**src/rtl/pair_fuser.sv**
```systemverilog
module pair_fuser #(
  parameter int SLOTS = 4
) (
  input  logic [SLOTS-1:0]    in_valid,
  input  logic [32*SLOTS-1:0] in_instr,
  input  logic [SLOTS-1:0]    in_rvc,
  output logic [SLOTS-1:0]    out_valid,
  output logic [SLOTS-1:0]    out_fused,
  output logic [4*SLOTS-1:0]  out_op,
  output logic [5*SLOTS-1:0]  out_rd,
  output logic [5*SLOTS-1:0]  out_rs1,
  output logic [5*SLOTS-1:0]  out_rs2,
  output logic [2*SLOTS-1:0]  out_tag
);
  localparam logic [6:0] OPC_IMM = 7'b0010011;
  localparam logic [6:0] OPC_REG = 7'b0110011;
  localparam logic [6:0] OPC_R32 = 7'b0111011;

  function automatic logic [8:0] match_pair(input logic [31:0] a, input logic [31:0] b);
    logic [4:0] d, oth;
    logic [3:0] op;
    logic [5:0] ash, bsh;
    logic a_slli, a_srli, a_andi, b_srli, b_andi, b_add, b_addw, b_or, one_src;
    d       = a[11:7];
    ash     = a[25:20];
    bsh     = b[25:20];
    a_slli  = a[6:0] == OPC_IMM && a[14:12] == 3'b001 && a[31:26] == 6'd0;
    a_srli  = a[6:0] == OPC_IMM && a[14:12] == 3'b101 && a[31:26] == 6'd0;
    a_andi  = a[6:0] == OPC_IMM && a[14:12] == 3'b111;
    b_srli  = b[6:0] == OPC_IMM && b[14:12] == 3'b101 && b[31:26] == 6'd0 && b[19:15] == d;
    b_andi  = b[6:0] == OPC_IMM && b[14:12] == 3'b111 && b[19:15] == d;
    b_add   = b[6:0] == OPC_REG && b[14:12] == 3'b000 && b[31:25] == 7'd0;
    b_or    = b[6:0] == OPC_REG && b[14:12] == 3'b110 && b[31:25] == 7'd0;
    b_addw  = b[6:0] == OPC_R32 && b[14:12] == 3'b000 && b[31:25] == 7'd0;
    one_src = (b[19:15] == d) != (b[24:20] == d);
    oth     = (b[19:15] == d) ? b[24:20] : b[19:15];
    op      = 4'd0;
    if (d != 5'd0 && b[11:7] == d) begin
      if (a_slli && ash >= 6'd1 && ash <= 6'd4 && b_add && one_src)
        op = ash[3:0];
      else if (a_slli && ash == 6'd32 && b_srli && bsh >= 6'd29 && bsh <= 6'd31)
        op = 4'(6'd36 - bsh);
      else if (a_srli && ash >= 6'd29 && ash <= 6'd32 && b_add && one_src)
        op = 4'(ash - 6'd21);
      else if (a_srli && ash == 6'd8 && b_andi && b[31:20] == 12'h0FF)
        op = 4'd12;
      else if (a_andi && a[31:20] == 12'h001 && (b_add || b_addw) && one_src)
        op = b_addw ? 4'd14 : 4'd13;
      else if (a_andi && a[31:20] == 12'hF00 && b_or && one_src)
        op = 4'd15;
    end
    if (op == 4'd0 || (op >= 4'd5 && op <= 4'd7) || op == 4'd12) oth = 5'd0;
    return {op, oth};
  endfunction

  logic [32*(SLOTS+1)-1:0] ins_x;
  logic [SLOTS:0]          val_x, rvc_x;
  assign ins_x = {32'd0, in_instr};
  assign val_x = {1'b0, in_valid};
  assign rvc_x = {1'b0, in_rvc};

  always_comb begin
    logic taken;
    logic go;
    logic [8:0] pr;
    logic [31:0] cur;
    taken = 1'b0;
    for (int i = 0; i < SLOTS; i++) begin
      cur = ins_x[32*i +: 32];
      pr  = match_pair(cur, ins_x[32*(i+1) +: 32]);
      go  = !taken && val_x[i] && val_x[i+1] && pr[8:5] != 4'd0;
      out_valid[i]      = val_x[i] && !taken;
      out_fused[i]      = go;
      out_op[4*i +: 4]  = go ? pr[8:5] : 4'd0;
      out_rd[5*i +: 5]  = cur[11:7];
      out_rs1[5*i +: 5] = cur[19:15];
      out_rs2[5*i +: 5] = go ? pr[4:0] : cur[24:20];
      out_tag[2*i +: 2] = go ? {rvc_x[i], rvc_x[i+1]} : 2'b00;
      taken = go;
    end
  end

  always_comb begin
    AST_LAST_NO_START: assert (!out_fused[SLOTS-1]);
    for (int i = 0; i < SLOTS; i++) begin
      AST_DEST_NONZERO: assert (!out_fused[i] || out_rd[5*i +: 5] != 5'd0);
      AST_IDLE_ZERO: assert (out_fused[i] || (out_op[4*i +: 4] == 4'd0 && out_tag[2*i +: 2] == 2'd0));
      AST_FUSED_VALID: assert (!out_fused[i] || out_valid[i]);
    end
    for (int i = 0; i < SLOTS-1; i++) begin
      AST_NO_CHAIN: assert (!(out_fused[i] && out_fused[i+1]));
      AST_YOUNG_KILLED: assert (!out_fused[i] || (in_valid[i+1] && !out_valid[i+1]));
    end
  end
endmodule

```
**config.mk**
```make
export PLATFORM = sky130hd
export DESIGN_NAME = pair_fuser
export DESIGN_NICKNAME = d
export VERILOG_FILES = /design/src/rtl/pair_fuser.sv
export SDC_FILE = /design/constraint.sdc
export NUM_CORES = 1
export LEC_CHECK = 0
export BUFFER_PORTS_ARGS = -buffer_cell sky130_fd_sc_hd__buf_2
export CORE_MARGIN = 3
export CORE_UTILIZATION = 35
export DETAILED_ROUTE_END_ITERATION = 8
export GPL_TIMING_DRIVEN = 0
export PLACE_DENSITY = 0.65
export SYNTH_ARGS = -nofsm -noshare
export SYNTH_HDL_FRONTEND = slang
export SYNTH_SLANG_ARGS = --single-unit
```
**constraint.sdc**
```tcl
create_clock -name vclk -period 3.4
set_input_delay 0.17 -clock vclk [all_inputs]
set_output_delay 0.17 -clock vclk [all_outputs]
set_load 0.02 [all_outputs]
```
# Word-level counts from Yosys, hierarchy flattened
# Index checks and enable logic that the tools add are counted.
# Widths: inputs -> output; s select.
[op_classes] mux=39 addsub=6 n_lt_le_gt_ge=22 eq_ne=54 n_reduce_logical=151
[ops] op="$logic_and 1x1->1" n=120
[ops] op="$mux 4" n=24
[ops] op="$eq 5x5->1" n=9
[ops] op="$mux 5" n=9
[ops] op="$eq 7x6->1 const B" n=6
[ops] op="$eq 12x1->1 const B" n=3
[ops] op="$eq 12x12->1 const B" n=3
[ops] op="$eq 12x8->1 const B" n=3
[ops] op="$eq 3x3->1 const B" n=11
[ops] op="$eq 7x5->1 const B" n=4
[ops] op="$ge 6x5->1 const B" n=4
[ops] op="$logic_not 6->1" n=4
[ops] op="$logic_not 7->1" n=3
[ops] op="$eq 6x4->1 const B" n=3
[ops] op="$eq 6x6->1 const B" n=3
[ops] op="$ge 6x1->1 const B" n=3
[ops] op="$le 6x3->1 const B" n=3
[ops] op="$le 6x5->1 const B" n=3
[ops] op="$le 6x6->1 const B" n=3
[ops] op="$reduce_bool 5->1" n=3
[ops] op="$eq 4x4->1 const B" n=3
[ops] op="$ge 4x3->1 const B" n=3
[ops] op="$le 4x3->1 const B" n=3
[ops] op="$logic_not 4->1" n=3
[ops] op="9 further kinds" n=36
[word_totals] ff_bits=0 out_inout_bits=92

# Longest topological paths before layout
# Gate-level depths: netlist (run 1).
[logic_depth] depth_word=24 depth_mapped=14 mapped_depth_nobuf=12

# Least setup slack after synthesis (run 1)
# OpenSTA, ideal clock, no wires.
[synth_timing] path_type="input to output" startpoint="in in_instr[84]" endpoint="out out_tag[4]" arrival_ns=3.004 t_required_ns=3.230 path_stages=11 path_slack_ns=0.226 path_cell_list="buf_4 inv_1 ha_1 nand4b_1 a211oi_1 o2111ai_1 a22o_1 o32ai_1 o21ba_2 a311oi_2 and2_1"
[synth_via] elab_chain_len=17 elab_cells_between_ends=64 cone_classes="add/sub (2); order compare (5); eq/ne (7); mux (15); reduce/logical (35)"
[synth_lines] element="start, declared" line_no="5" source="input logic [32*SLOTS-1:0] in_instr,"
[synth_lines] element="$eq 5x5->1" line_no="35" source="one_src = (b[19:15] == d) != (b[24:20] == d);"
[synth_lines] element="$ne 1x1->1" line_no="35"
[synth_lines] element="$logic_and 1x1->1" line_no="49" source="else if (a_andi && a[31:20] == 12'hF00 && b_or && one_src)"
[synth_lines] element="$mux 4" line_no="49"
[synth_lines] element="$mux 4" line_no="47" source="else if (a_andi && a[31:20] == 12'h001 && (b_add || b_addw) && one_src)"
[synth_lines] element="$mux 4" line_no="45" source="else if (a_srli && ash == 6'd8 && b_andi && b[31:20] == 12'h0FF)"
[synth_lines] element="$mux 4" line_no="43" source="else if (a_srli && ash >= 6'd29 && ash <= 6'd32 && b_add && one_src)"
[synth_lines] element="$mux 4" line_no="41" source="else if (a_slli && ash == 6'd32 && b_srli && bsh >= 6'd29 && bsh <= 6'd31)"
[synth_lines] element="$mux 4" line_no="39" source="if (a_slli && ash >= 6'd1 && ash <= 6'd4 && b_add && one_src)"
[synth_lines] element="$mux 4" line_no="38" source="if (d != 5'd0 && b[11:7] == d) begin"
[synth_lines] element="$reduce_bool 4->1" line_no="71" source="go = !taken && val_x[i] && val_x[i+1] && pr[8:5] != 4'd0;"
[synth_lines] element="$logic_and 1x1->1" line_no="71"
[synth_lines] element="$logic_not 1->1" line_no="71"
[synth_lines] element="$logic_and 1x1->1 (2 in series)" line_no="71"
[synth_lines] element="$logic_and 1x1->1 (*)" line_no="71"
[synth_lines] element="named net out_fused[2]" line_no="8" source="output logic [SLOTS-1:0] out_fused,"
[synth_lines] element="$mux 2 (*)" line_no="78" source="out_tag[2*i +: 2] = go ? {rvc_x[i], rvc_x[i+1]} : 2'b00;"
[synth_lines] element="end, declared" line_no="13" source="output logic [2*SLOTS-1:0] out_tag"
# The timed path passes the listed nets; every way through them passes the cells marked *.

# Worst setup path in the final report (run 1)
[layout_timing] startpoint="in in_instr[95]" endpoint="out out_rs2[14]"
[layout_via] elab_chain_len=18 elab_cells_between_ends=76 cone_classes="order compare (2); eq/ne (4); mux (17); reduce/logical (53)"
[layout_lines] element="branches (longest 17 deep; another with $ge 4x3->1)"
[layout_lines] element="$mux 5 (*)" line_no="77" source="out_rs2[5*i +: 5] = go ? pr[4:0] : cur[24:20];"
[layout_lines] element="end, declared" line_no="12" source="output logic [5*SLOTS-1:0] out_rs2,"
# Every way passes the cells marked *.

==> results_dict.tcl, run 1 <==
set metrics [dict create \
    outcome "finished with violations" \
    violations "negative setup slack" \
    via_per_inst 5.71 \
    critPathMaxFanout 6 \
    drive_gt1_share_pct 46.1 \
    drc_errors 0 \
    peakVddDrop_uv 65.3 \
    place_ws_ps -624 \
    dp_cells 959 \
    synth_cells 613 \
    hold_violations 0 \
    placementRows 39 \
    wl_per_cell_um 17.1 \
    hpwl_um 13300 \
    synth.area.top_cells "buf_4 10%, xnor2_1 8.0%, nor2_1 5.1%, mux2i_1 4.8%, ha_1 4.5%" \
    ant_nets 0 \
    start_kind "input pin" \
    critical_path_class "in -> out" \
    n_clock_buffer 0 \
    yosysTopAreaCell "buf_4" \
    grt_pass1_wl_um 24800 \
    grt_overflow_total 0 \
    layout.cells.non_filler 981 \
    die_area_um2 13300 \
    nFlopsAndLatches 0 \
    yosys.area.top_type_share_pct 10.1 \
    synthTopCellsByCount "57 x nor2_1, 56 x buf_4, 38 x xnor2_1, 33 x nand2_1, 31 x nor3_1" \
    timing.fmax_mhz 294 \
    area_growth_pct 45.2 \
    initial_core_util_pct 36.1 \
    design.core.area_um2 11600 \
    die_w_um 115 \
    gr-usage-all-layers_pct 22.3 \
    slew_headroom_pct 61.2 \
    synth.most_common_cell "nor2_1" \
    syn_area_um2 4180 \
    worst_pin_slew_ps 582 \
    drv_cap 0 \
    finalSetupViolCount 1 \
    die-height_um 115 \
    slew_viol_final 0 \
    grt_max_degree 11 \
    nets 991 \
    yosys_warnings 0 \
    p_leak_nw 2.47 \
    min_period_over_period_pct 100 \
    rsz0062_at_grt "true" \
    min_period_ps 3410 \
    antenna_found_initial 0 \
    drt_wl_total_um 16800 \
    num_io_pins 228 \
    required_ps 3230 \
    ctsHoldBuffers 0 \
    first_pass_iters 7 \
    crit_path_end_kind "output port" \
    arrival_ps 3240 \
    ys_types 88 \
    synth.avg_cell_area_um2 6.82 \
    gp_congestion 0.910 \
    hold_class "in -> out" \
    seq_area_um2 0 \
    fin_ws_ps -5.92 \
    n_antenna_cell 0 \
    grt_pass1_vias 5180 \
    synth-seq-area-share_pct 0 \
    io_buffers 197 \
    first_iter_violations 400 \
    vias 5603 \
    powerDensity_nw_per_um2 90.8 \
]
## where the power goes
group          switching (mW)  internal [mW]
sequential                  0              0
combinational           0.324          0.227
clock                       0              0
total                   0.324          0.227
## worst paths after layout
| check | slack, ps | from | end | cells past startpoint |
|---|---|---|---|---|
| worst max-delay path | -6 | in_instr[95] | out_rs2[14] | 12 |
| worst min-delay path | 560 | in_instr[15] | out_rs1[0] | 2 |
## per-layer routing
metal / routed length (um) / GRT usage, % / share of wire (%)
met1: 7000 / 28.9 / 42
met2: 8380 / 40.3 / 50
met3: 1060 / 1.58 / 6.3
met4: 314 / 4.85 / 1.9
met5: 0 / 0 / 0
## cells in the final DEF (no fill, tap or decap), types with 5 or more instances in the layout
master and count:
buf_2 195, buf_4 80, nor2_1 55, xnor2_1 37, nand2_1 32, nand4_1 27
nor3_1 26, nand3_1 25, inv_1 24, mux2i_1 20, xor2_1 18, a21oi_1 16
o21ai_0 15, and3_1 13, ha_1 13, clkbuf_2 11, nor4_1 11, or3_1 10
nor4_4 9, and2_1 8, nor4b_1 8, nor2b_1 7, clkbuf_1 7, conb_1 7
buf_6 6, nand2b_1 6, o22ai_1 6, or4_1 5, nor4b_2 5, nor4_2 5
## cells by family (layout without fill, tap and decap cells)
group	count (synthesis)	after routing	synth area share (%)
AND/OR/NAND/NOR	302	302	42.7
buffers and inverters	106	325	15.1
AO/OA/AOI/OAI	105	105	19.0
XOR/XNOR	58	58	12.2
multiplexers	26	26	6.41
adder cells (fa/ha/maj)	15	15	4.49
other	1	7	0.0898
## what timing repair did
action,in CTS,in global routing
endpoints found under the hold margin,0,0
pin swaps,13,18
setup buffers,10,12
cloned,0,0
endpoints found under the setup margin,35,29
gates resized for setup,42,77
## metrics by stage
| step | total power, mW | utilization [%] | TNS, ps | hold WS (ps) | cell area, um^2 |
|---|---|---|---|---|---|
| global route | 0.594 | 52.5 | -246 | 560 | 6070 |
| global placement | 0.499 | 46.4 | -13610 | 558 | 5370 |
| floorplan | 0.304 | - | 0 | 453 | 4200 |
| CTS | 0.520 | 48.9 | 0 | 559 | 5660 |
| detailed placement | 0.502 | 46.4 | -13080 | 558 | 5370 |
| finish | 0.551 | 52.5 | -5.92 | 558 | 6070 |
## layout make-up
class / count / area (um^2)
inverters: 26 / 101
repair buffers: 219 / 1170
fillers: 1183 / 5500
plain buffers: 80 / 559
multi-input cells: 513 / 4060
well taps: 143 / 179
## critical path: stages
cell and delay [ps]:
buf_2 120, nor4_4 310, nand2_2 180, or4b_4 520, or4_4 430, a221oi_2 240, a32o_2 210, a221o_2 140
nand3b_4 150, or3b_4 380, a22o_1 220, buf_4 150
Power figures use the tool's default switching activity.
==> run 2: changes to the inputs <==
--- a/config.mk
+++ b/config.mk
@@ -5,12 +5,13 @@
 export SDC_FILE = /design/constraint.sdc
 export NUM_CORES = 1
 export LEC_CHECK = 0
+export ABC_AREA = 1
 export BUFFER_PORTS_ARGS = -buffer_cell sky130_fd_sc_hd__buf_2
 export CORE_MARGIN = 3
 export CORE_UTILIZATION = 35
 export DETAILED_ROUTE_END_ITERATION = 8
 export GPL_TIMING_DRIVEN = 0
-export PLACE_DENSITY = 0.65
+export PLACE_DENSITY = 0.71
 export SYNTH_ARGS = -nofsm -noshare
 export SYNTH_HDL_FRONTEND = slang
 export SYNTH_SLANG_ARGS = --single-unit
==> results_dict.tcl, run 2 <==
set metrics [dict create \
    hold_slack_ps 557 \
    initial_core_util_pct 36.5 \
    worst_pin_slew_ps 555 \
    critPathMaxFanout 9 \
    via_per_inst 4.67 \
    die-height_um 116 \
    multiInputGateArea_um2 3240 \
    cts_setup_buffers 0 \
    first_iter_violations 260 \
    arrival_ps 2770 \
    grt_pass1_wl_um 22200 \
    fin_ws_ps 456 \
    critical_path_class "in -> out" \
    die_w_um 116 \
    slew_viol_final 0 \
    ant_nets 0 \
    synth_cells 827 \
    final_cell_mix "230 x nand2_1, 212 x buf_2, 123 x inv_1" \
    placed_area_um2 5490 \
    place_ws_ps 431 \
    hold_violations 0 \
    num_io_pins 228 \
    grt_pass1_vias 4921 \
    whs_path_depth 2 \
    vias 5532 \
    wl_per_cell_um 12.2 \
    final_area_um2 5490 \
    hold_class "in -> out" \
    start_kind "input pin" \
    ys_types 43 \
    first_pass_iters 4 \
    hpwl_um 12500 \
    yosysTopAreaCell "nand2_1" \
    grt_max_degree 11 \
    final_util_pct 47.1 \
    drc_errors 0 \
    grt_overflow_total 0 \
    area_growth_pct 29.2 \
    synth.most_common_cell "nand2_1" \
    yosys_warnings 0 \
    design.core.area_um2 11700 \
    min_period_over_period_pct 86.6 \
    timing.fmax_mhz 340 \
    seq_area_um2 0 \
    die_area_um2 13500 \
    synth.area.top_cells "nand2_1 20%, inv_1 11%, buf_4 10%, nor2_1 10%, nand3_1 7.8%" \
    powerDensity_nw_per_um2 92.9 \
    gr-usage-all-layers_pct 19.7 \
    slew_headroom_pct 62.6 \
    gp_congestion 0.905 \
    cts.repair.resized 0 \
    synthTopCellsByCount "230 x nand2_1, 123 x inv_1, 113 x nor2_1, 66 x nand3_1, 57 x buf_4" \
    nFlopsAndLatches 0 \
    drv_cap 0 \
    drt_wl_total_um 14400 \
    io_buffers 208 \
    outcome "finished, final reports clean" \
    n_antenna_cell 0 \
    dp_cells 1184 \
    finalSetupViolCount 0 \
    setup-tns-final_ps 0 \
    drive_gt1_share_pct 32.9 \
    nets 1194 \
    min_period_ps 2940 \
    p_total_mw 0.510 \
    crit_path_end_kind "output port" \
    n_clock_buffer 0 \
    layout.cells.non_filler 1184 \
    rsz0062_at_grt "false" \
    final_common_cell "nand2_1" \
    yosys.area.top_type_share_pct 20.3 \
    synth.avg_cell_area_um2 5.14 \
    fill_cells 1332 \
    required_ps 3230 \
    antenna_found_initial 0 \
    peakVddDrop_uv 56.8 \
    placementRows 39 \
    synth-seq-area-share_pct 0 \
    p_leak_nw 3.41 \
    ctsHoldBuffers 0 \
    syn_area_um2 4250 \
]
-- run 2: changes by cell type in the layout (fill, tap and decap cells not counted), sizes merged, moves of 14 or more --
cell and change:
xnor2 -27, mux2i -19, nand3 +39, o21ai +22, nor2 +71, nor3 -14
nand2 +208, nor4b -15, clkbuf -18, nor4 -22, inv +119
-- run 2: per-layer routing --
metal  wire length (um)  track usage [%]  up-vias
li1                   -                -     2962
met1               6260             24.7     2357
met2               7150             38.8      205
met3                930            0.622        8
met4                 83             1.31        0
met5                  0                0        -
-- run 2: layout make-up --
cell class	instances	share of cell area, %
plain buffers	64	8.77
repair buffers	208	18.9
multi-input cells	622	59.0
well taps	143	3.26
inverters	147	10.1
-- run 2: path summary, 6_finish.rpt --
check / start / to
setup / recovery: in_instr[52] / out_op[8]
hold / removal: in_instr[42] / out_rd[8]
-- run 2: cell families after synthesis --
logic type | Yosys count | synth area share, %
AO/OA/AOI/OAI | 74 | 9.80
XOR/XNOR | 26 | 5.36
adder cells (fa/ha/maj) | 15 | 4.41
buffers and inverters | 211 | 24.3
multiplexers | 1 | 0.235
other | 1 | 0.0882
AND/OR/NAND/NOR | 499 | 55.8
-- run 2: worst max-delay path, cell delays in order --
cell      delay [ps]
buf_2            210
inv_2             90
ha_1             240
nand2_1          100
nand4_1           80
nand2_1           90
nand4_1          100
nor2_1           250
nand2_2          110
o21ai_1          130
inv_1             50
nand2_1           50
nand2_1           50
nand2_1          110
nand4_2          130
clkinv_1         120
o21bai_2         130
nor2_4           170
inv_2             60
nor2_1           130
buf_2            190
-- run 2: power breakdown --
group	internal (mW)	switching, mW	leakage, nW
clock network	0	0	0
registers	0	0	0
logic	0.206	0.304	3.41
total	0.206	0.304	3.41
